**config.mk**
```make
export PLATFORM = sky130hd
export DESIGN_NAME = irq_vector_ctl
export DESIGN_NICKNAME = d
export VERILOG_FILES = /design/src/rtl/irq_vec_pkg.sv /design/src/rtl/irq_pick.sv /design/src/rtl/irq_save_stack.sv /design/src/rtl/irq_mask_unit.sv /design/src/rtl/irq_vector_ctl.sv
export SDC_FILE = /design/constraint.sdc
export NUM_CORES = 1
export LEC_CHECK = 0
export BUFFER_PORTS_ARGS = -buffer_cell sky130_fd_sc_hd__buf_2
export CORE_ASPECT_RATIO = 1.25
export CORE_MARGIN = 1
export CORE_UTILIZATION = 49
export CTS_CLUSTER_DIAMETER = 150
export DETAILED_ROUTE_END_ITERATION = 12
export PLACE_DENSITY = 0.84
export RECOVER_POWER = 50
export SYNTH_ARGS = -nofsm -noshare
export SYNTH_HDL_FRONTEND = slang
export SYNTH_SLANG_ARGS = --single-unit
```
**constraint.sdc**
```tcl
create_clock -name clk -period 3.6 [get_ports clk]
set_clock_uncertainty 0.2 [all_clocks]
set_input_delay 0.18 -clock clk [delete_from_list [all_inputs] [get_ports clk]]
set_output_delay 0.18 -clock clk [all_outputs]
set_load 0.005 [all_outputs]
```
**src/rtl/irq_vec_pkg.sv**
```systemverilog
package irq_vec_pkg;
  localparam int VEC_W = 16;
  typedef logic [VEC_W-1:0] vec_t;

  // Vector for a source: descending by two per index, clamped at the shared slot.
  function automatic vec_t vec_for(input int unsigned idx,
                                   input int unsigned shared_first,
                                   input vec_t top);
    int unsigned eff;
    eff = (idx >= shared_first) ? shared_first : idx;
    return top - VEC_W'(2 * eff);
  endfunction
endpackage

```
**src/rtl/irq_pick.sv**
```systemverilog
module irq_pick #(
  parameter int NSRC = 20,
  parameter int IDXW = $clog2(NSRC)
) (
  input  logic            clk,
  input  logic            rst,
  input  logic [NSRC-1:0] req,
  input  logic [NSRC-1:1] arm,
  input  logic            x_mask,
  input  logic            i_mask,
  input  logic [IDXW-1:0] prio,
  output logic            any_o,
  output logic [IDXW-1:0] win_o
);
  localparam int NPOW = 1 << IDXW;
  localparam logic [IDXW:0] NSRC_W = NSRC[IDXW:0];

  logic [NSRC-1:0] elig;
  logic [NPOW-1:0] elig_w;
  logic [IDXW-1:0] first;
  logic            promo_ok;

  // eligibility per line: line 0 gated by X only, others by arm and I
  assign elig[0] = req[0] & ~x_mask;
  for (genvar k = 1; k < NSRC; k++) begin : g_elig
    assign elig[k] = req[k] & arm[k] & ~i_mask;
  end

  assign elig_w = NPOW'(elig);

  // lowest eligible maskable index
  always_comb begin
    first = '0;
    for (int k = NSRC - 1; k >= 1; k--) begin
      if (elig[k]) first = IDXW'(k);
    end
  end

  assign promo_ok = (prio != '0) && ({1'b0, prio} < NSRC_W) && elig_w[prio];
  assign any_o    = |elig;

  always_comb begin
    if (elig[0])       win_o = '0;
    else if (promo_ok) win_o = prio;
    else               win_o = first;
  end

  // any selected winner must itself be eligible
  a_r5_win_eligible: assert property (@(posedge clk) disable iff (rst)
    any_o |-> elig_w[win_o]);
endmodule

```
**src/rtl/irq_save_stack.sv**
```systemverilog
module irq_save_stack #(
  parameter int DEPTH = 4,
  parameter int W     = 2
) (
  input  logic         clk,
  input  logic         rst,
  input  logic         push,
  input  logic [W-1:0] push_data,
  input  logic         pop,
  output logic         empty_o,
  output logic [W-1:0] top_o
);
  localparam int PW = $clog2(DEPTH + 1);
  localparam int AW = (DEPTH > 1) ? $clog2(DEPTH) : 1;
  localparam logic [PW-1:0] FULL = PW'(DEPTH);

  logic [W-1:0]  mem [DEPTH];
  logic [PW-1:0] cnt;
  logic [AW-1:0] wr_idx;
  logic [AW-1:0] rd_idx;

  // a full store overwrites its newest entry
  assign wr_idx  = (cnt == FULL) ? AW'(DEPTH - 1) : AW'(cnt);
  assign rd_idx  = AW'(cnt - PW'(1));
  assign empty_o = (cnt == '0);
  assign top_o   = mem[rd_idx];

  always_ff @(posedge clk) begin
    if (rst) begin
      cnt <= '0;
    end else if (push) begin
      if (cnt != FULL) cnt <= cnt + PW'(1);
    end else if (pop && cnt != '0) begin
      cnt <= cnt - PW'(1);
    end
  end

  always_ff @(posedge clk) begin
    if (push) mem[wr_idx] <= push_data;
  end

  a_r9_no_push_pop: assert property (@(posedge clk) disable iff (rst)
    !(push && pop));
  a_r9_depth_bound: assert property (@(posedge clk) disable iff (rst)
    cnt <= FULL);
endmodule

```
**src/rtl/irq_mask_unit.sv**
```systemverilog
module irq_mask_unit #(
  parameter int SAVE_DEPTH = 4
) (
  input  logic clk,
  input  logic rst,
  input  logic take,
  input  logic take_nmi,
  input  logic ret,
  input  logic i_wr,
  input  logic i_wdata,
  input  logic x_clr,
  output logic x_o,
  output logic i_o
);
  logic       empty;
  logic [1:0] saved;
  logic       pop;

  assign pop = ret & ~take & ~empty;

  irq_save_stack #(.DEPTH(SAVE_DEPTH), .W(2)) u_save (
    .clk       (clk),
    .rst       (rst),
    .push      (take),
    .push_data ({x_o, i_o}),
    .pop       (pop),
    .empty_o   (empty),
    .top_o     (saved)
  );

  // precedence: entry, then return, then software writes
  always_ff @(posedge clk) begin
    if (rst) begin
      x_o <= 1'b1;
      i_o <= 1'b1;
    end else if (take) begin
      if (take_nmi) x_o <= 1'b1;
      i_o <= 1'b1;
    end else if (ret) begin
      if (!empty) begin
        x_o <= x_o & saved[1];
        i_o <= saved[0];
      end
    end else begin
      if (x_clr) x_o <= 1'b0;
      if (i_wr)  i_o <= i_wdata;
    end
  end

  // X rises only on a taken non-maskable request
  a_r8_x_rise_only_nmi: assert property (@(posedge clk) disable iff (rst)
    $rose(x_o) |-> $past(take && take_nmi));
  // entry leaves I set
  a_r7_take_sets_i: assert property (@(posedge clk) disable iff (rst)
    take |=> i_o);
  // empty return changes nothing
  a_r9_empty_ret_stable: assert property (@(posedge clk) disable iff (rst)
    (ret && empty && !take) |=> ($stable(x_o) && $stable(i_o)));
endmodule

```
**src/rtl/irq_vector_ctl.sv**
```systemverilog
module irq_vector_ctl #(
  parameter int                  NSRC         = 20,
  parameter int                  SHARED_FIRST = 15,
  parameter int                  SAVE_DEPTH   = 4,
  parameter logic [15:0]         TOP_VEC      = 16'hFFF4,
  parameter int                  IDXW         = $clog2(NSRC)
) (
  input  logic            clk,
  input  logic            rst,
  input  logic [NSRC-1:0] req_i,
  input  logic [NSRC-1:1] arm_i,
  input  logic            boundary_i,
  input  logic            ret_i,
  input  logic            i_wr_i,
  input  logic            i_wdata_i,
  input  logic            x_clr_i,
  input  logic            prio_we_i,
  input  logic [IDXW-1:0] prio_wdata_i,
  output logic            vec_valid_o,
  output logic [15:0]     vec_addr_o,
  output logic [IDXW-1:0] vec_src_o,
  output logic            x_mask_o,
  output logic            i_mask_o
);
  import irq_vec_pkg::*;

  logic [IDXW-1:0] prio_q;
  logic            any;
  logic [IDXW-1:0] win;
  logic            take;
  logic            take_nmi;

  always_ff @(posedge clk) begin
    if (rst)            prio_q <= '0;
    else if (prio_we_i) prio_q <= prio_wdata_i;
  end

  irq_pick #(.NSRC(NSRC), .IDXW(IDXW)) u_pick (
    .clk    (clk),
    .rst    (rst),
    .req    (req_i),
    .arm    (arm_i),
    .x_mask (x_mask_o),
    .i_mask (i_mask_o),
    .prio   (prio_q),
    .any_o  (any),
    .win_o  (win)
  );

  assign take     = boundary_i & ~ret_i & any;
  assign take_nmi = (win == '0);

  irq_mask_unit #(.SAVE_DEPTH(SAVE_DEPTH)) u_mask (
    .clk      (clk),
    .rst      (rst),
    .take     (take),
    .take_nmi (take_nmi),
    .ret      (ret_i),
    .i_wr     (i_wr_i),
    .i_wdata  (i_wdata_i),
    .x_clr    (x_clr_i),
    .x_o      (x_mask_o),
    .i_o      (i_mask_o)
  );

  always_ff @(posedge clk) begin
    if (rst) begin
      vec_valid_o <= 1'b0;
      vec_addr_o  <= '0;
      vec_src_o   <= '0;
    end else begin
      vec_valid_o <= take;
      vec_addr_o  <= take ? vec_for(int'(win), SHARED_FIRST, TOP_VEC) : '0;
      vec_src_o   <= take ? win : '0;
    end
  end

  // acknowledge only after an accepting boundary
  a_r4_ack_after_boundary: assert property (@(posedge clk) disable iff (rst)
    vec_valid_o |-> $past(boundary_i && !ret_i));
  // an unmasked non-maskable request always wins
  a_r6_nmi_first: assert property (@(posedge clk) disable iff (rst)
    (vec_valid_o && $past(req_i[0] && !x_mask_o)) |-> (vec_src_o == '0));
  // a maskable winner was armed
  a_r3_winner_armed: assert property (@(posedge clk) disable iff (rst)
    (vec_valid_o && vec_src_o != '0) |-> ((({$past(arm_i), 1'b0} >> vec_src_o) & 1) != 0));
endmodule

```
---- After elaboration in Yosys (flattened, before gate mapping) ----
Memories as Yosys holds them, arrays and structs flattened.
Index checks and enable logic that the tools add are counted.
storage, ports and cells
  register bits ........................... 32
  latch bits .............................. 0
  bits in writable memories ............... 8
  bits in read-only memories .............. 0
  bits of input ports ..................... 52
  memories kept ........................... 1
memories
  name               depth  bits a word  rd ports  clocked after memory_dff  wr ports  RTL line              source
  u_mask.u_save.mem  4      2            1         0                         1         irq_save_stack.sv:17  logic [W-1:0] mem [DEPTH];
operators by class
  add/sub/neg operators ................... 3
  $mul .................................... 0
  divide/modulo/power cells ............... 0
  $lt $le $gt $ge ......................... 3
  eq/ne operators ......................... 6
  shifts and indexed selects .............. 0
  mux-type cells .......................... 38
  bitwise operators ....................... 49
  reduce and logical (&&, ||, !) cells .... 16
operators with widths
  operator               number
  $mux W5                22
  $and A1 B1 Y1          44
  $reduce_or A20 Y1      1
  $mux W1                11
  $mux W3                3
  $sub A5 B7 Y8 const A  1
  $lt A5 B6 Y1 const B   1
  $ne A3 B3 Y1 const B   2
  $reduce_bool A3 Y1     2
  $bmux W1 S5            1
  $ge A5 B4 Y1 const B   1
  $logic_not A5 Y1       1
  $lt A5 B5 Y1 const B   1
  $not A1 Y1             5
  $reduce_bool A5 Y1     1
  $ne A2 B1 Y1 const B   2
  $reduce_and A2 Y1      2
  $reduce_bool A2 Y1     2
  $reduce_or A2 Y1       2
  $add A3 B1 Y3 const B  1
  $eq A3 B3 Y1 const B   1
  $logic_and A1 B1 Y1    3
  $logic_not A3 Y1       1
  $reduce_and A3 Y1      1
  3 further kinds        3

---- Logic depth before layout (Yosys ltp) ----
  word-level depth ........................ 26
  mapped depth ............................ 10

---- Cells and area by module ----
A second synthesis with hierarchy kept.
unflattened totals
  cell total of the unflattened synthesis .. 224
  area total of the unflattened synthesis .. 1988.2 um^2
by module, submodules not included
  module          instances  cells an instance  area an instance (um^2)  sequential area each (um^2)
  irq_vector_ctl  1          65                 673.1                    360.3
  irq_pick        1          101                646.9                    0.0
  irq_save_stack  1          43                 549.3                    300.3
  irq_mask_unit   1          15                 118.9                    40.0

---- Worst setup path after synthesis ----
No wires, ideal clock.
  path kind ............................... register to register
  start ................................... register prio_q[0]
  end ..................................... register vec_addr_o[5]
  arrival ................................. 2.311 ns
  data required time ...................... 3.284 ns
  path slack .............................. 0.973 ns
  cell stages (with the launch flop) ...... 10
  path buffers ............................ 0
  period minus slack after synthesis ...... 2.627 ns
  path through ............................ dfxtp_1 inv_2 mux4_2 o31a_1 a211o_1 mux2_4 nand2_1 ha_1 nor2_1 o211a_1
between the ends
  cells in the longest elaborated chain, start to end .. 8
ends and longest elaborated chain
  element                                                               RTL line              source
  from (decl)                                                           irq_vector_ctl.sv:27  logic [IDXW-1:0] prio_q;
  from (signal assigned)                                                irq_vector_ctl.sv:35  else if (prio_we_i) prio_q <= prio_wdata_i;
  $bmux W1 S5, or another cell as far along                             irq_pick.sv:39        assign promo_ok = (prio != '0) && ({1'b0, prio} < NSRC_W) && elig_w[prio];
  $mux W1 (implied by the code) or $logic_and A1 B1 Y1 (tied branches)  irq_pick.sv:39
  $logic_and A1 B1 Y1                                                   irq_pick.sv:39
  $mux W5 (*)                                                           irq_pick.sv:44        else if (promo_ok) win_o = prio;
  $mux W5 (*)                                                           irq_pick.sv:43        if (elig[0]) win_o = '0;
  $ge A5 B4 Y1                                                          irq_vec_pkg.sv:10     eff = (idx >= shared_first) ? shared_first : idx;
  $mux W5 (*)                                                           irq_vec_pkg.sv:10
  $sub A5 B7 Y8 (*)                                                     irq_vec_pkg.sv:11     return top - VEC_W'(2 * eff);
  to (signal assigned)                                                  irq_vector_ctl.sv:73  vec_addr_o <= take ? vec_for(int'(win), SHARED_FIRST, TOP_VEC) : '0;
  to (decl)                                                             irq_vector_ctl.sv:20  output logic [15:0] vec_addr_o,
Mark *: on every way between the ends. The rest lies on a longest branch, timed or not. The select of a mux whose other input is x is not followed.
A chain may end at the register's enable or synchronous reset.

---- Worst setup path in the final report ----
Same ends and word-level chain as after synthesis.

==> impl_results.md <==
* CTS Sinks at 31
* Starting density of the core at 52.0%
* Rel. slew slack at between 60% and 70%
* Std-Cell Rows at 25
* Status: finished clean
* Final worst-path cycle share at a little over four fifths
* Avg WL per Cell at 13.6 um
* Worst EP arrival at around 3000 ps
* Share of the synthesized area in the top cell type at 23.0%
* Routability cong. at about 0.9
* Leading area contributor after synthesis: dfxtp_1
* Seq cells post-synth at 31
* Type of the worst setup path: register to register
* Final Hold Fails at 0
* Critical Path Start Type: register
* Number of synthesized flops with an enable pin at 8
* Setup_tns at 0 ps
* Post-CTS Setup Inserts at 0
* Tot Pwr at 1.23 mW
* Top_reg_cell synth: dfxtp_1
* Vias in the first global route at 1810
* Worst Hold Class: primary input to register
* Area delta synth->final at 25.5%
* H-tree depth at 2
* Capture point of the worst reg-to-reg path: vec_addr_o[5]
* Critical Path End Type: register
* Cell variety after synth at just over 60
* Worst-skew pair later-pin latency at roughly 280 ps
* Reg2Reg Depth at 9
* Min Tclk post-route at approximately 3000 ps
* Vias/cell at between 5 and 6
* DRC violations left at 0
* Top cells by area, synth: dfxtp_1, edfxtp_1, nand2_1, mux2i_1, mux4_2
* Worst setup path endpoint: vec_addr_o[5]
* Post-synthesis average cell area at 9.14 um2
* Drt initial violations at 81
* Cells after synthesis at approximately 220
* Antenna violations before repair at 0
* Number of diodes at 0
* Maximum clock path buffer count at 2
* Overall Global Routing Usage at roughly a quarter
* Port Buffers at 74
* Reg2reg setup slack at 580 ps
* Worst R2R Start: prio_q[0]
* Yosys warns at 0
* CTS Buf Count at 5
* Layout cells sized above 1 at between 30 and 40%
* CTS tree: built
* VDD IR max at between 400 and 500 uV
* Post-synth ARST share at 0%
* Crit path from: prio_q[0]
* Post-route ant nets at 0
* GRT overflow at 0
* Critical Path RT at 3580 ps
* Nets at 347
* Root buffer cell: clkbuf_8
* Final core utilization at 65.3%
* Die Footprint at 4340 um2
* Crit-path max FO at 12
* DP HPWL at 3700 um
* Largest net degree at the start of global routing at 15
* Least-Margin Pin Slew at ~520 ps
* # setup viols final at 0
* Area of the mapped netlist at 2000 um2
* First-pass iteration count of the detailed router at 4
* Boundary Pins at 76
* Via count at ~2000
* Core Area at between 3000 and 4000 um2
* First-pass GRT wire length at 7780 um
* Maxcap violations at 0
* Sequential share of the synthesized area at between 30% and 40%
* Leak at roughly 1.1 nW
* Min-Delay Path Depth at 3
* Final number of max-transition violations at 0
* Max Fclk at 332 MHz
* RSZ-0062 raised after global routing: false
* Cell Pwr Density at 491 nW/um2
* Die width at 59.2 um
* Die Height at roughly 73 um
* Clock transition at the registers of the reported paths at roughly 60 ps
* Post-Syn Nets at roughly 280
* Final wirelength at 4700 um
-- cell usage in the layout, fill, tap and decap left out, types with 3 or more instances in the layout --
cell type / n
dfxtp_1: 23
mux4_2: 4
clkbuf_1: 9
a211oi_1: 4
mux2i_1: 9
nand2b_1: 3
nand2_1: 28
clkbuf_8: 6
edfxtp_1: 8
inv_1: 9
a31oi_1: 3
o211ai_1: 4
a32o_1: 3
a22oi_1: 7
ha_1: 4
nor3_1: 5
a21oi_1: 9
nand3b_1: 4
nand3_1: 7
dlygate4sd3_1: 6
buf_2: 65
o21ai_0: 4
nor2_1: 18
-- final cells by class --
class                   instances  area (um2)
flip-flops and latches         31         701
clock inverters                 1        5.00
inverters                      10        37.5
multi-input cells             162        1170
fillers                       351        1340
well taps                      54        67.6
clock buffers                   7         108
repair buffers                 81         427
-- what timing repair did --
item,4_1_cts,5_1_grt
hold buffers,6,0
endpoints found under the hold margin,6,0
resized for setup,0,0
-- where the power goes --
group          switching, mW  leakage (nW)  total, mW  internal, mW
Sequential            0.0505         0.258      0.455         0.405
Combinational          0.240         0.783      0.454         0.214
Clock                  0.127        0.0594      0.323         0.196
-- worst min-delay path by stage --
stage	slack, ps	to	startpoint
after floorplan	130	prio_q[0]	prio_wdata_i[0]
after global routing	60	prio_q[1]	prio_we_i
final	50	u_mask.i_o	ret_i
after global placement	220	prio_q[2]	prio_wdata_i[2]
after detailed placement	220	prio_q[3]	prio_wdata_i[3]
after CTS	40	u_mask.i_o	ret_i
-- sequential cells by signal (all words and copies together), names as in the netlist --
signal,cells
prio_q,5
u_mask.i_o,1
u_mask.u_save.cnt,3
u_mask.u_save.mem,8
u_mask.x_o,1
vec_addr_o,7
vec_src_o,5
vec_valid_o,1
-- Yosys cell counts, drive strengths merged, types with 2 or more instances --
master,number
a2111oi,2
a211oi,6
a21oi,9
a222oi,2
a22o,2
a22oi,7
a31oi,3
a32o,3
a41oi,2
and2,2
buf,12
clkbuf,4
dfxtp,23
edfxtp,8
ha,4
inv,10
mux2,3
mux2i,9
mux4,4
nand2,28
nand2b,4
nand3,7
nand3b,4
nor2,18
nor3,5
o211ai,4
o21ai,6
o22ai,2
o311ai,2
o31a,2
or2,2
-- worst max-delay path, cell delays in order (launching register included) --
cell and delay (ps):
dfxtp_1 550, inv_2 100, mux4_2 440, o31a_1 290, a211oi_2 470, o311ai_1 260, nand2_1 150, ha_1 200
nor2_1 60, o211a_1 200
-- per-layer routing --
layer	vias up	track usage, %	share of wire (%)
met1	924	27.8	42
li1	970	-	-
met3	13	4.93	4.1
met2	58	42.0	51
met4	0	11.4	2.3
met5	-	0	0
-- logic make-up after synthesis --
group | Yosys count | share of synthesized area, %
and+or+nand+nor | 77 | 18.8
AOI/OAI and AO/OA | 62 | 24.9
DFF | 31 | 35.0
buffers and inverters | 26 | 6.69
muxes | 16 | 11.1
adders and majority gates | 4 | 2.50
xor gates and xnor gates | 2 | 0.876
other | 1 | 0.187
-- per-stage QoR --
step / instance area (um2) / setup slack [ps] / hold slack, ps / instances
after floorplan: 2000 / 973 / 127 / 219
after global placement: 2350 / 736 / 215 / 332
after detailed placement: 2350 / 636 / 223 / 332
after CTS: 2520 / 618 / 42.5 / 346
after global routing: 2510 / 349 / 56.5 / 346
final: 2510 / 584 / 48.4 / 346
No activity file was read; power rests on OpenSTA's default activity.
